==> src/rtl/muldiv_pkg.sv <==
// Shared definitions for the multiply/divide unit.
// Assumes: the operation code is two bits; bit 1 selects divide, bit 0 selects unsigned.
package muldiv_pkg;
    typedef enum logic [1:0] {
        OP_MUL  = 2'b00,
        OP_MULU = 2'b01,
        OP_DIV  = 2'b10,
        OP_DIVU = 2'b11
    } md_op_e;
endpackage

==> src/rtl/mul_core.sv <==
// Shift-and-add multiplier on unsigned magnitudes, one multiplier bit per step.
// Assumes: load and step are never high together; the caller counts WIDTH steps.
// prod_next is the product value after the current step (valid on the last one).
module mul_core #(
    parameter int WIDTH = 32
) (
    input  logic               clk,
    input  logic               rst_n,
    input  logic               load,
    input  logic               step,
    input  logic [WIDTH-1:0]   mcand_in,
    input  logic [WIDTH-1:0]   mplier_in,
    output logic [2*WIDTH-1:0] prod_next
);
    localparam int ACC_W = 2 * WIDTH + 1;

    logic [ACC_W-1:0] acc_q;
    logic [WIDTH-1:0] mcand_q;
    logic [WIDTH:0]   partial;
    logic [ACC_W-1:0] shifted;

    // Add the multiplicand when the low multiplier bit is set, then shift right.
    always_comb begin
        partial   = acc_q[ACC_W-1:WIDTH] + (acc_q[0] ? {1'b0, mcand_q} : '0);
        shifted   = {1'b0, partial, acc_q[WIDTH-1:1]};
        prod_next = shifted[2*WIDTH-1:0];
    end

    // Accumulator and multiplicand registers.
    always_ff @(posedge clk) begin
        if (!rst_n) begin
            acc_q   <= '0;
            mcand_q <= '0;
        end else if (load) begin
            acc_q   <= {{(WIDTH+1){1'b0}}, mplier_in};
            mcand_q <= mcand_in;
        end else if (step) begin
            acc_q   <= shifted;
        end
    end
endmodule

==> src/rtl/div_core.sv <==
// Restoring divider on unsigned magnitudes, one quotient bit per step.
// Assumes: load and step are never high together; the caller counts WIDTH steps.
// A zero divisor yields an all-ones quotient and a remainder equal to the dividend.
module div_core #(
    parameter int WIDTH = 32
) (
    input  logic             clk,
    input  logic             rst_n,
    input  logic             load,
    input  logic             step,
    input  logic [WIDTH-1:0] dvd_in,
    input  logic [WIDTH-1:0] dvs_in,
    output logic [WIDTH-1:0] rem_next,
    output logic [WIDTH-1:0] quo_next
);
    logic [WIDTH-1:0] rem_q;
    logic [WIDTH-1:0] quo_q;
    logic [WIDTH-1:0] dvs_q;
    logic [WIDTH:0]   trial;
    logic [WIDTH:0]   diff;
    logic             fits;

    // Shift in the next dividend bit, subtract the divisor when it fits.
    always_comb begin
        trial    = {rem_q, quo_q[WIDTH-1]};
        diff     = trial - {1'b0, dvs_q};
        fits     = (trial >= {1'b0, dvs_q});
        rem_next = fits ? diff[WIDTH-1:0] : trial[WIDTH-1:0];
        quo_next = {quo_q[WIDTH-2:0], fits};
    end

    // Partial remainder, quotient/dividend shift register and divisor.
    always_ff @(posedge clk) begin
        if (!rst_n) begin
            rem_q <= '0;
            quo_q <= '0;
            dvs_q <= '0;
        end else if (load) begin
            rem_q <= '0;
            quo_q <= dvd_in;
            dvs_q <= dvs_in;
        end else if (step) begin
            rem_q <= rem_next;
            quo_q <= quo_next;
        end
    end
endmodule

==> src/rtl/hilo_muldiv_unit.sv <==
// Iterative multiply/divide unit owning the HI/LO result pair.
// Assumes: the caller holds off reads of hi_out/lo_out while busy is high;
// start and move-to writes arriving while busy are dropped.
module hilo_muldiv_unit
    import muldiv_pkg::*;
#(
    parameter int WIDTH = 32
) (
    input  logic             clk,
    input  logic             rst_n,
    input  logic             start,
    input  logic [1:0]       op,
    input  logic [WIDTH-1:0] src_a,
    input  logic [WIDTH-1:0] src_b,
    input  logic             wr_hi,
    input  logic             wr_lo,
    input  logic [WIDTH-1:0] wr_data,
    output logic             busy,
    output logic [WIDTH-1:0] hi_out,
    output logic [WIDTH-1:0] lo_out
);
    localparam int CNT_W = $clog2(WIDTH);
    localparam logic [CNT_W-1:0] LAST_CNT = CNT_W'(WIDTH - 1);

    logic               busy_q;
    logic [CNT_W-1:0]   cnt_q;
    md_op_e             op_q;
    logic               prod_neg_q, quo_neg_q, rem_neg_q;
    logic [WIDTH-1:0]   hi_q, lo_q;

    logic               go, last, signed_op, a_neg, b_neg;
    logic [WIDTH-1:0]   a_mag, b_mag;
    logic [2*WIDTH-1:0] prod_next, prod_fix;
    logic [WIDTH-1:0]   rem_next, quo_next, rem_fix, quo_fix;

    // Accept a new operation and strip operand signs.
    always_comb begin
        go        = start && !busy_q;
        signed_op = !op[0];
        a_neg     = signed_op && src_a[WIDTH-1];
        b_neg     = signed_op && src_b[WIDTH-1];
        a_mag     = a_neg ? -src_a : src_a;
        b_mag     = b_neg ? -src_b : src_b;
        last      = busy_q && (cnt_q == LAST_CNT);
    end

    mul_core #(.WIDTH(WIDTH)) u_mul (
        .clk       (clk),
        .rst_n     (rst_n),
        .load      (go),
        .step      (busy_q && !op_q[1]),
        .mcand_in  (a_mag),
        .mplier_in (b_mag),
        .prod_next (prod_next)
    );

    div_core #(.WIDTH(WIDTH)) u_div (
        .clk      (clk),
        .rst_n    (rst_n),
        .load     (go),
        .step     (busy_q && op_q[1]),
        .dvd_in   (a_mag),
        .dvs_in   (b_mag),
        .rem_next (rem_next),
        .quo_next (quo_next)
    );

    // Re-apply signs to the final step's magnitudes.
    always_comb begin
        prod_fix = prod_neg_q ? -prod_next : prod_next;
        quo_fix  = quo_neg_q  ? -quo_next  : quo_next;
        rem_fix  = rem_neg_q  ? -rem_next  : rem_next;
    end

    // Sequencer: busy flag, step counter and latched sign flags.
    always_ff @(posedge clk) begin
        if (!rst_n) begin
            busy_q     <= 1'b0;
            cnt_q      <= '0;
            op_q       <= OP_MUL;
            prod_neg_q <= 1'b0;
            quo_neg_q  <= 1'b0;
            rem_neg_q  <= 1'b0;
        end else if (go) begin
            busy_q     <= 1'b1;
            cnt_q      <= '0;
            op_q       <= md_op_e'(op);
            prod_neg_q <= a_neg ^ b_neg;
            quo_neg_q  <= (a_neg ^ b_neg) && (src_b != '0);
            rem_neg_q  <= a_neg;
        end else if (busy_q) begin
            cnt_q      <= cnt_q + 1'b1;
            if (last) busy_q <= 1'b0;
        end
    end

    // HI/LO: final result write-back, or move-to writes while idle.
    always_ff @(posedge clk) begin
        if (!rst_n) begin
            hi_q <= '0;
            lo_q <= '0;
        end else if (last) begin
            hi_q <= op_q[1] ? rem_fix : prod_fix[2*WIDTH-1:WIDTH];
            lo_q <= op_q[1] ? quo_fix : prod_fix[WIDTH-1:0];
        end else if (!busy_q) begin
            if (wr_hi) hi_q <= wr_data;
            if (wr_lo) lo_q <= wr_data;
        end
    end

    assign busy   = busy_q;
    assign hi_out = hi_q;
    assign lo_out = lo_q;
endmodule

==> config.mk <==
export PLATFORM = sky130hd
export DESIGN_NAME = hilo_muldiv_unit
export DESIGN_NICKNAME = d
export VERILOG_FILES = /design/src/rtl/muldiv_pkg.sv /design/src/rtl/mul_core.sv /design/src/rtl/div_core.sv /design/src/rtl/hilo_muldiv_unit.sv
export SDC_FILE = /design/constraint.sdc
export NUM_CORES = 1
export LEC_CHECK = 0
export BUFFER_PORTS_ARGS = -buffer_cell sky130_fd_sc_hd__buf_2
export CAP_MARGIN = 20
export CORE_MARGIN = 4
export CORE_UTILIZATION = 50
export CTS_BUF_LIST = sky130_fd_sc_hd__clkbuf_16
export CTS_CLUSTER_DIAMETER = 120
export DETAILED_ROUTE_END_ITERATION = 7
export HOLD_SLACK_MARGIN = 0.03
export PLACE_DENSITY = 0.67
export SYNTH_ARGS = -nofsm -noshare
export SYNTH_HDL_FRONTEND = slang
export SYNTH_SLANG_ARGS = --single-unit
==> constraint.sdc <==
create_clock -name clk -period 4.6 [get_ports clk]
set_input_delay 0.92 -clock clk [delete_from_list [all_inputs] [get_ports clk]]
set_output_delay 0.92 -clock clk [all_outputs]
set_load 0.05 [all_outputs]
== Yosys cells after proc, flatten, opt, wreduce, memory -nomap -nowiden ==
Index checks and enable logic that the tools add are counted.

* Output and inout bits: 65
* Bits in registers: 267
* Logic and storage cells: 67
* Input port bits: 103

* Multiplexer cells: 22
* Equality and inequality tests: 2
* Bitwise logic cells: 2
* Reduce and logical (&&, ||, !) cells: 18
* Magnitude comparators: 1
* Add/subtract/negate cells: 8

{| class="wikitable"
|+ Operators with widths
! operator !! count
|-
| 32-bit 2-to-1 mux || 18
|-
| 32-bit negation || 4
|-
| 64-bit 2-to-1 mux || 1
|-
| 64-bit negation || 1
|-
| 32-bit by 32-bit adder with 33-bit output || 1
|-
| 33-bit by 32-bit >= comparator with 1-bit output || 1
|-
| 32-bit nonzero test || 1
|-
| 32-bit subtractor || 1
|-
| 2-bit nonzero test || 4
|-
| 1-bit logical AND || 7
|-
| 5-bit by 1-bit adder with 5-bit output, second input constant || 1
|-
| 5-bit equality test, second input constant || 1
|-
| 2-bit AND reduction || 2
|-
| 1-bit zero test || 3
|-
| 1-bit 2-to-1 mux || 3
|-
| 2-bit by 1-bit inequality test with 1-bit output, second input constant || 1
|-
| 2-bit OR reduction || 1
|-
| 1-bit inverter || 1
|-
| 1-bit bitwise XOR || 1
|}

== Depth between registers and ports, before layout ==
Gate-level depths: netlist (run 1).

* Depth in word-level cells: 6
* Gate-level depth with buffers: 23
* Gate-level depth less buffers: 18

== Cells and area by module ==
From an unflattened synthesis (run 1), not the netlist that was laid out.

* Cell total of the unflattened synthesis: 2741
* Area, all modules: 21013.9 um^2

{| class="wikitable"
|+ Modules (own cells, without submodules)
! module !! times used !! area an instance (um^2) !! sequential area each (um^2) !! cells an instance
|-
| hilo_muldiv_unit || 1 || 8418.1 || 1481.4 || 1211
|-
| div_core || 1 || 6476.2 || 1921.8 || 805
|-
| mul_core || 1 || 6119.6 || 1921.8 || 725
|}

== Worst setup path after synthesis (run 1) ==
Ideal clock, no wire load.

* Path type: register to register
* Start point: register u_div.dvs_q[9]
* End point: register hi_q[28], in the netlist hi_out[28]
* Required time: 4467 ps
* Setup time: 133 ps
* Period minus slack after synthesis: 4939 ps
* Cell stages (with the launch flop): 22
* Slack: -339 ps
* Data arrival time: 4807 ps
* Buffers on the path: 4
* Cell sequence: dfxtp_1 -> inv_1 -> ha_1 -> clkbuf_1 -> nand2_1 -> or2_2 -> a21oi_2 -> o21a_1 -> o211ai_2 -> nand2_1 -> buf_4 -> buf_1 -> clkbuf_1 -> nand2_1 -> o21ai_0 -> ha_1 -> nand2_1 -> o32ai_1 -> nand4_1 -> o41ai_1 -> xnor2_1 -> a21oi_1

* Longest elaborated chain between the ends: 6
* Elaborated cells between the ends (all ways): 7
* Those cells by class: 2 x add/sub; 1 x order compare; 4 x mux

{| class="wikitable"
|+ Ends and longest elaborated chain
! what !! RTL line !! RTL
|-
| start: declaration || div_core.sv:18 || <nowiki>logic [WIDTH-1:0] dvs_q;</nowiki>
|-
| start signal: assignment || div_core.sv:41 || <nowiki>dvs_q <= dvs_in;</nowiki>
|-
| 32-bit subtractor / 33-bit by 32-bit >= comparator with 1-bit output (equally long branches) || div_core.sv:26, div_core.sv:27 ||
|-
| 32-bit 2-to-1 mux * || div_core.sv:28 || <nowiki>rem_next = fits ? diff[WIDTH-1:0] : trial[WIDTH-1:0];</nowiki>
|-
| 32-bit negation || hilo_muldiv_unit.sv:72 || <nowiki>rem_fix = rem_neg_q ? -rem_next : rem_next;</nowiki>
|-
| 32-bit 2-to-1 mux * || hilo_muldiv_unit.sv:72 ||
|-
| 32-bit 2-to-1 mux * || hilo_muldiv_unit.sv:103 || <nowiki>hi_q <= op_q[1] ? rem_fix : prod_fix[2*WIDTH-1:WIDTH];</nowiki>
|-
| 32-bit 2-to-1 mux * || hilo_muldiv_unit.sv:102 || <nowiki>end else if (last) begin</nowiki>
|-
| end signal: assignment || hilo_muldiv_unit.sv:103 ||
|-
| end signal: assignment || hilo_muldiv_unit.sv:106 || <nowiki>if (wr_hi) hi_q <= wr_data;</nowiki>
|-
| end: declaration || hilo_muldiv_unit.sv:29 || <nowiki>logic [WIDTH-1:0] hi_q, lo_q;</nowiki>
|}

Every way passes the cells marked *; elsewhere a longest branch is shown, timed or not.
A chain may end at the register's enable or synchronous reset.

== Final worst setup path (run 1) ==
* Start point: register u_mul.acc_q[0]
* End point: register hi_q[29], in the netlist hi_out[29]

* Longest elaborated chain between the ends: 6

{| class="wikitable"
|+ Ends and longest elaborated chain
! what !! RTL line !! RTL
|-
| start: declaration || mul_core.sv:17 || <nowiki>logic [ACC_W-1:0] acc_q;</nowiki>
|-
| start signal: assignment || mul_core.sv:35 || <nowiki>acc_q <= {{(WIDTH+1){1'b0}}, mplier_in};</nowiki>
|-
| start signal: assignment || mul_core.sv:38 || <nowiki>acc_q <= shifted;</nowiki>
|-
| 32-bit 2-to-1 mux * || mul_core.sv:24 || <nowiki>partial = acc_q[ACC_W-1:WIDTH] + (acc_q[0] ? {1'b0, mcand_q} : '0);</nowiki>
|-
| 32-bit by 32-bit adder with 33-bit output * || mul_core.sv:24 ||
|-
| 64-bit negation || hilo_muldiv_unit.sv:70 || <nowiki>prod_fix = prod_neg_q ? -prod_next : prod_next;</nowiki>
|-
| 64-bit 2-to-1 mux * || hilo_muldiv_unit.sv:70 ||
|-
| 32-bit 2-to-1 mux * || hilo_muldiv_unit.sv:103 ||
|-
| 32-bit 2-to-1 mux * || hilo_muldiv_unit.sv:102 ||
|}

Marks and branches as above.

==> results of run 1 <==
final cells by class:
cell class	instances	area (µm²)
sequential	266	5330
clock buffer	31	776
clock inverter	24	154
timing repair buffer	287	1780
tap	518	648
fill	3767	16400
multi-input combinational	2182	13700
inverter	70	264
antenna	1	2.50
registers in the layout, indices dropped and copies added (netlist names), 5 cells and up:
register	count
u_mul.mcand_q	32
hi_out	32
u_div.rem_q	32
u_div.dvs_q	32
lo_out	32
u_mul.acc_q	64
u_div.quo_q	32
cnt_q	5
per-stage QoR:
| stage | instance area, µm² | instances |
|---|---|---|
| after global placement | 21600 | 3321 |
| after detailed placement | 21600 | 3322 |
| after floorplan | 19900 | 2708 |
| final | 22600 | 3379 |
| after global routing | 22600 | 3378 |
| after CTS | 22500 | 3377 |
cell families after synthesis:
kind of cell             share of synthesized area (%)
XOR/XNOR                                          9.03
AO/OA/AOI/OAI                                     28.6
flip-flops                                        26.8
adder cells (fa/ha/maj)                           4.67
AND/OR/NAND/NOR                                   22.8
buffers and inverters                             5.00
multiplexers                                      3.05
final timing paths:
check	to	slack [ps]	cells past startpoint
setup / recovery	hi_out[29]	170	14
hold / removal	u_mul.mcand_q[0]	460	2
setup reg to reg	hi_out[29]	170	14
hold reg to reg	u_mul.mcand_q[0]	460	2
layer usage:
layer	global-route usage, %	share of wire, %	vias up
met5	0	0.037	-
met4	15.5	5.3	4
met3	7.83	11	249
met2	57.1	44	1209
met1	47.9	40	10331
li1	-	-	10117
Yosys cell counts, types with 21 or more instances:
cell / instances / area share [%]
nor2_1: 310 / 5.9
nand2_1: 302 / 5.7
dfxtp_1: 266 / 27
a21oi_1: 263 / 6.6
o21ai_0: 175 / 4.4
clkbuf_1: 169 / 3.2
a211oi_1: 115 / 4.3
xnor2_1: 113 / 5.0
xor2_1: 92 / 4.1
ha_1: 71 / 4.5
inv_1: 69 / 1.3
nor3_1: 69 / 1.7
and2_1: 47 / 1.5
a31oi_1: 43 / 1.4
nand3_1: 39 / 0.98
mux2i_1: 37 / 1.9
o31ai_1: 37 / 1.4
nand4_1: 31 / 0.98
nor4_1: 29 / 0.91
nand2b_1: 27 / 0.85
o211ai_1: 26 / 0.98
a311oi_1: 25 / 1.1
o41ai_1: 24 / 1.1
or3_1: 24 / 0.76
a21o_1: 23 / 0.87
mux2_2: 21 / 1.2
report_power, final:
| part | switching (µW) | internal, µW |
|---|---|---|
| sequential | 191 | 2450 |
| clock | 1050 | 1270 |
| combinational | 1410 | 737 |
worst max-delay path: stages, from the launching register on:
cell and delay (ps):
dfxtp_1 330, and2_1 140, ha_1 230, fa_1 430, a211oi_2 300, o31a_4 240, a211oi_4 70, or3_1 330
a211o_1 340, or3_4 400, or3b_4 410, or4_4 540, o31ai_4 200, mux2i_1 100, o32ai_1 260
timing repair:
action / CTS / global route
setup endpoints to repair: 4 / 11
cloned: 0 / 0
resized for setup: 1 / 11
setup buffers: 0 / 0
==> impl_metrics.env, run 1 <==
export IMPL_period_share_pct=96.2
export IMPL_overflow=0
export IMPL_cts_tree="built"
export IMPL_antenna_found_initial=3
export IMPL_status="complete, no violations"
export IMPL_dieArea_mm2=0.0430
export IMPL_yosysWarnings=0
export IMPL_synth_fp_nets=2884
export IMPL_yosysSeqAreaShare_pct=26.8
export IMPL_finalSetupTns_ps=0
export IMPL_final_util_pct=58.0
export IMPL_hpwl_mm=65.0
export IMPL_io_pins=168
export IMPL_crit_arrival_ps=4920
export IMPL_cts_buffers=30
export IMPL_synth_edff_count=0
export IMPL_cts_root_buf="clkbuf_16"
export IMPL_drtAntennaViolNets=0
export IMPL_via_per_inst=6.48
export IMPL_finalHoldViolCount=0
export IMPL_hold_class="reg -> reg"
export IMPL_fin_nets=3013
export IMPL_r2r_start="u_mul.acc_q[0]"
export IMPL_vias=21910
export IMPL_grt_start_max_net_pins=70
export IMPL_crit_path_start_kind="flip-flop"
export IMPL_mappedNetlistArea_mm2=0.0199
export IMPL_drt_wl_total_mm=83.2
export IMPL_cp_startpoint="u_mul.acc_q[0]"
export IMPL_worst_slack_ps=174
export IMPL_track_usage_pct=36.2
export IMPL_power_per_cell_area_mw_per_mm2=314
export IMPL_crit_type="reg -> reg"
export IMPL_ir_drop_mv=0.270
export IMPL_final_cell_mix="310 x nor2_1, 299 x nand2_1, 263 x dfxtp_1"
export IMPL_place_ws_ps=-286
export IMPL_synthCells=2708
export IMPL_ctsHoldBuffers=0
export IMPL_hold_slack_ps=455
export IMPL_grt_pass1_wl_mm=124
export IMPL_tightestPinTransition_ps=1100
export IMPL_ys_async_sr_fraction_pct=0
export IMPL_syn_area_per_cell_um2=7.34
export IMPL_rsz0062_at_grt="true"
export IMPL_cts_sinks=266
export IMPL_initial_core_util_pct=51.0
export IMPL_slew_headroom_pct=26.8
export IMPL_clk_latency_ps=600
export IMPL_cp_end_kind="flip-flop"
export IMPL_syn_to_final_growth_pct=13.8
export IMPL_gp_congestion=1.01
export IMPL_crit_required_ps=5090
export IMPL_synthFlopType="dfxtp_1"
export IMPL_ys_ff_latch=266
export IMPL_leakage_uw=0.00893
export IMPL_p_total_uw=7110
export IMPL_cp_max_fo=6
export IMPL_max_freq_mhz=226
export IMPL_fin_skew_ps=20.9
export IMPL_wire_per_inst_um=24.6
export IMPL_slew_violations=0
export IMPL_core_area_mm2=0.0390
export IMPL_period_needed_ps=4430
export IMPL_mostFrequentLayoutCell="nor2_1"
export IMPL_max_cap_viol_count=0
export IMPL_die_height_um=207
export IMPL_drc=0
export IMPL_clkTransAtPathRegs_ps=60
export IMPL_dr_pass1_iters=7
export IMPL_fp_dieW_um=207
export IMPL_drt_initial_drc_count=2785
export IMPL_place_port_buffers=167
export IMPL_cts_path_max_buffers=3
export IMPL_fp_row_count=72
export IMPL_htree_num_levels=1
export IMPL_setup_viol=0
export IMPL_grt_pass1_vias=20093
export IMPL_yosysUniqueCellTypes=90
export IMPL_hold_path_startpoint="u_mul.mcand_q[0]"
export IMPL_drive_gt1_share_pct=14.8
No activity file was read; power rests on OpenSTA's default activity.
==> run 2: changes to the inputs <==
Settings changed: SYNTH_HIERARCHICAL from default to 1.
==> run 2 against run 1 <==
Compared with the run above:
- fmax shrank 2.4%
- total power increased by 13%
- critical path depth rose by 3
- largest cell class unchanged
- highest routed layer unchanged
==> impl_metrics.env, run 2 <==
export IMPL_cts_buffers=35
export IMPL_drtAntennaViolNets=0
export IMPL_fp_row_count=74
export IMPL_period_share_pct=98.6
export IMPL_crit_required_ps=5040
export IMPL_dieArea_mm2=0.0454
export IMPL_drc=0
export IMPL_cp_cell_sequence="inv_2 -> ha_4 -> a21oi_1 -> o21ai_0 -> o21ai_1 -> buf_4 -> a31o_4 -> o21ai_4 -> a211oi_4 -> buf_4 -> buf_6 -> mux2_4 -> or4_4 -> or3_4 -> or3_1 -> o311a_1 -> o311a_1"
export IMPL_fp_dieW_um=213
export IMPL_dr_pass1_iters=8
export IMPL_via_per_inst=6.27
export IMPL_synth_fp_nets=2917
export IMPL_synth_edff_count=0
export IMPL_crit_arrival_ps=4980
export IMPL_p_total_uw=8050
export IMPL_yosysTopAreaCell="dfxtp_1"
export IMPL_rr_worst_depth=17
export IMPL_ys_ff_latch=266
export IMPL_cts_root_buf="clkbuf_16"
export IMPL_period_needed_ps=4540
export IMPL_r2r_end="hi_out[31]"
export IMPL_track_usage_pct=37.1
export IMPL_grt_start_max_net_pins=101
export IMPL_wire_per_inst_um=24.3
export IMPL_syn_to_final_growth_pct=21.8
export IMPL_multi_input_area_mm2=0.0149
export IMPL_syn_area_per_cell_um2=7.67
export IMPL_ff_latch_area_mm2=0.00534
export IMPL_drt_initial_drc_count=3012
export IMPL_fin_nets=3225
export IMPL_nFillCells=3749
export IMPL_cp_max_fo=3
export IMPL_cts_tree="built"
export IMPL_yosysUniqueCellTypes=98
export IMPL_tightestPinTransition_ps=1120
export IMPL_hold_class="reg -> reg"
export IMPL_endpoint="hi_out[31]"
export IMPL_placedCellCount=3522
export IMPL_yosys_area_top_type_share_pct=25.3
export IMPL_cts_path_max_buffers=3
export IMPL_stdcell_count=3604
export IMPL_max_freq_mhz=220
export IMPL_ctsHoldBuffers=0
export IMPL_drt_wl_total_mm=87.7
export IMPL_synthFlopType="dfxtp_1"
export IMPL_hold_slack_ps=473
export IMPL_yosysWarnings=6
export IMPL_grt_pass1_wl_mm=129
export IMPL_yosysSeqAreaShare_pct=25.3
export IMPL_cp_end_kind="flip-flop"
export IMPL_synthCells=2741
export IMPL_yosysMostFrequentCell="nand2_1"
export IMPL_slowest_delay_ps=520
export IMPL_io_pins=168
export IMPL_postPlaceCellArea_mm2=0.0238
export IMPL_reg2reg_slack_ps=60
export IMPL_rsz0062_at_grt="true"
export IMPL_final_cell_mix="317 x buf_4, 298 x nand2_1, 252 x dfxtp_1"
export IMPL_vias=22597
export IMPL_ys_async_sr_fraction_pct=0
export IMPL_ir_drop_mv=0.306
export IMPL_regMostFlops="u_mul/acc_q"
export IMPL_gp_congestion=1.04
export IMPL_cp_startpoint="u_div/dvs_q[3]"
export IMPL_status="complete, no violations"
export IMPL_initial_core_util_pct=51.0
export IMPL_netlist_top_cells_count="300 x nand2_1, 266 x dfxtp_1, 210 x nor2_1"
export IMPL_power_per_cell_area_mw_per_mm2=314
export IMPL_leakage_uw=0.0110
export IMPL_final_area_mm2=0.0256
export IMPL_cp_slowest_cell="or4_4"
export IMPL_largest_register_ffs=64
export IMPL_drive_gt1_share_pct=22.9
export IMPL_mostFrequentLayoutCell="buf_4"
export IMPL_place_port_buffers=167
export IMPL_setup_viol=0
export IMPL_cts_sinks=266
export IMPL_clkTransAtPathRegs_ps=60
export IMPL_antenna_found_initial=6
export IMPL_hpwl_mm=68.7
export IMPL_finalHoldViolCount=0
export IMPL_die_height_um=213
export IMPL_final_util_pct=62.1
export IMPL_slew_violations=0
export IMPL_mappedNetlistArea_mm2=0.0210
export IMPL_slew_headroom_pct=25.2
export IMPL_fin_skew_ps=26.5
export IMPL_overflow=0
export IMPL_core_area_mm2=0.0412
export IMPL_grt_pass1_vias=21105
export IMPL_crit_path_start_kind="flip-flop"
export IMPL_clk_latency_ps=570
export IMPL_r2r_start="u_div/dvs_q[3]"
export IMPL_synth_area_leaders="dfxtp_1 25%, mux2i_1 8.6%, nand2_1 5.4%"
export IMPL_htree_num_levels=2
export IMPL_crit_type="reg -> reg"
export IMPL_max_cap_viol_count=0
run 2: changes by cell type in the layout (fill, tap and decap cells not counted), moves of 18 or more:
| cell | delta |
|---|---|
| ha_4 | +19 |
| mux2i_1 | +143 |
| nor2b_1 | +66 |
| o21a_1 | +19 |
| nor2_1 | -103 |
| a21oi_1 | -114 |
| buf_4 | +201 |
| a211oi_1 | -101 |
| ha_1 | -18 |
| and2_1 | +62 |
run 2: logic make-up (layout without fill, tap and decap cells):
| group | after synthesis | in the layout | share of synthesized area (%) |
|---|---|---|---|
| AOI/OAI and AO/OA | 685 | 686 | 21.4 |
| muxes | 201 | 201 | 9.73 |
| xor gates and xnor gates | 188 | 188 | 7.84 |
| and+or+nand+nor | 1025 | 1025 | 24.6 |
| DFF | 266 | 266 | 25.3 |
| other | 0 | 1 | 0 |
| adders and majority gates | 73 | 73 | 4.42 |
| buffers and inverters | 303 | 632 | 6.73 |
run 2: through the flow:
| stage | setup TNS, ps | setup WS [ps] |
|---|---|---|
| detailed placement | -3650 | -408 |
| global placement | -1360 | -252 |
| CTS | 0 | 9.79 |
| finish | 0 | 63.4 |
| global route | -158 | -54.6 |
| floorplan | 0 | 56.3 |
run 2: area by class of cell:
class,instances,area share [%]
clock buffer,35,3.42
timing repair buffer,495,13.1
sequential,266,20.9
inverter,78,1.17
tap,532,2.60
antenna,1,0.00977
multi-input combinational,2173,58.1
clock inverter,24,0.689
run 2: timing repair:
| action | CTS | global route |
|---|---|---|
| setup endpoints to repair | 21 | 16 |
| cloned | 1 | 0 |
| pin swaps | 13 | 21 |
| buffers inserted | 10 | 13 |
| gates resized for setup | 40 | 82 |
run 2: how the worst min path moves through the flow:
| stage | start | to | slack, ps | depth (start not counted) |
|---|---|---|---|---|
| after floorplan | u_mul/acc_q[46] | u_mul/acc_q[46] | 430 | 2 |
| after global placement | u_mul/acc_q[62] | u_mul/acc_q[62] | 450 | 2 |
| after detailed placement | u_mul/acc_q[62] | u_mul/acc_q[62] | 460 | 2 |
| after CTS | u_mul/acc_q[62] | u_mul/acc_q[62] | 470 | 2 |
| after global routing | u_mul/acc_q[56] | u_mul/acc_q[56] | 490 | 2 |
| final | u_mul/acc_q[56] | u_mul/acc_q[56] | 470 | 2 |
run 2: critical path, delay by kind of cell, from the launching register on:
kind                     cells  cell delay [ps]
multiplexers                 1              310
AND/OR/NAND/NOR              3             1240
adder cells (fa/ha/maj)      1              280
buffers and inverters        4              490
AO/OA/AOI/OAI                8             1760
flip-flops                   1              330
run 2: per-layer routing:
layer,share of wire (%),up-vias,GRT usage (%),routed length (µm)
met2,42,1173,54.6,36700
li1,-,10399,-,-
met1,44,10830,53.4,38200
met5,0.015,-,0,13
met4,3.6,2,11.8,3190
met3,11,193,9.21,9610
run 2: power by group:
group          total, µW  internal (µW)  switching [µW]
Sequential          2620           2440             178
Clock               2620           1450            1170
Combinational       2810           1170            1640
Total               8050           5060            2990
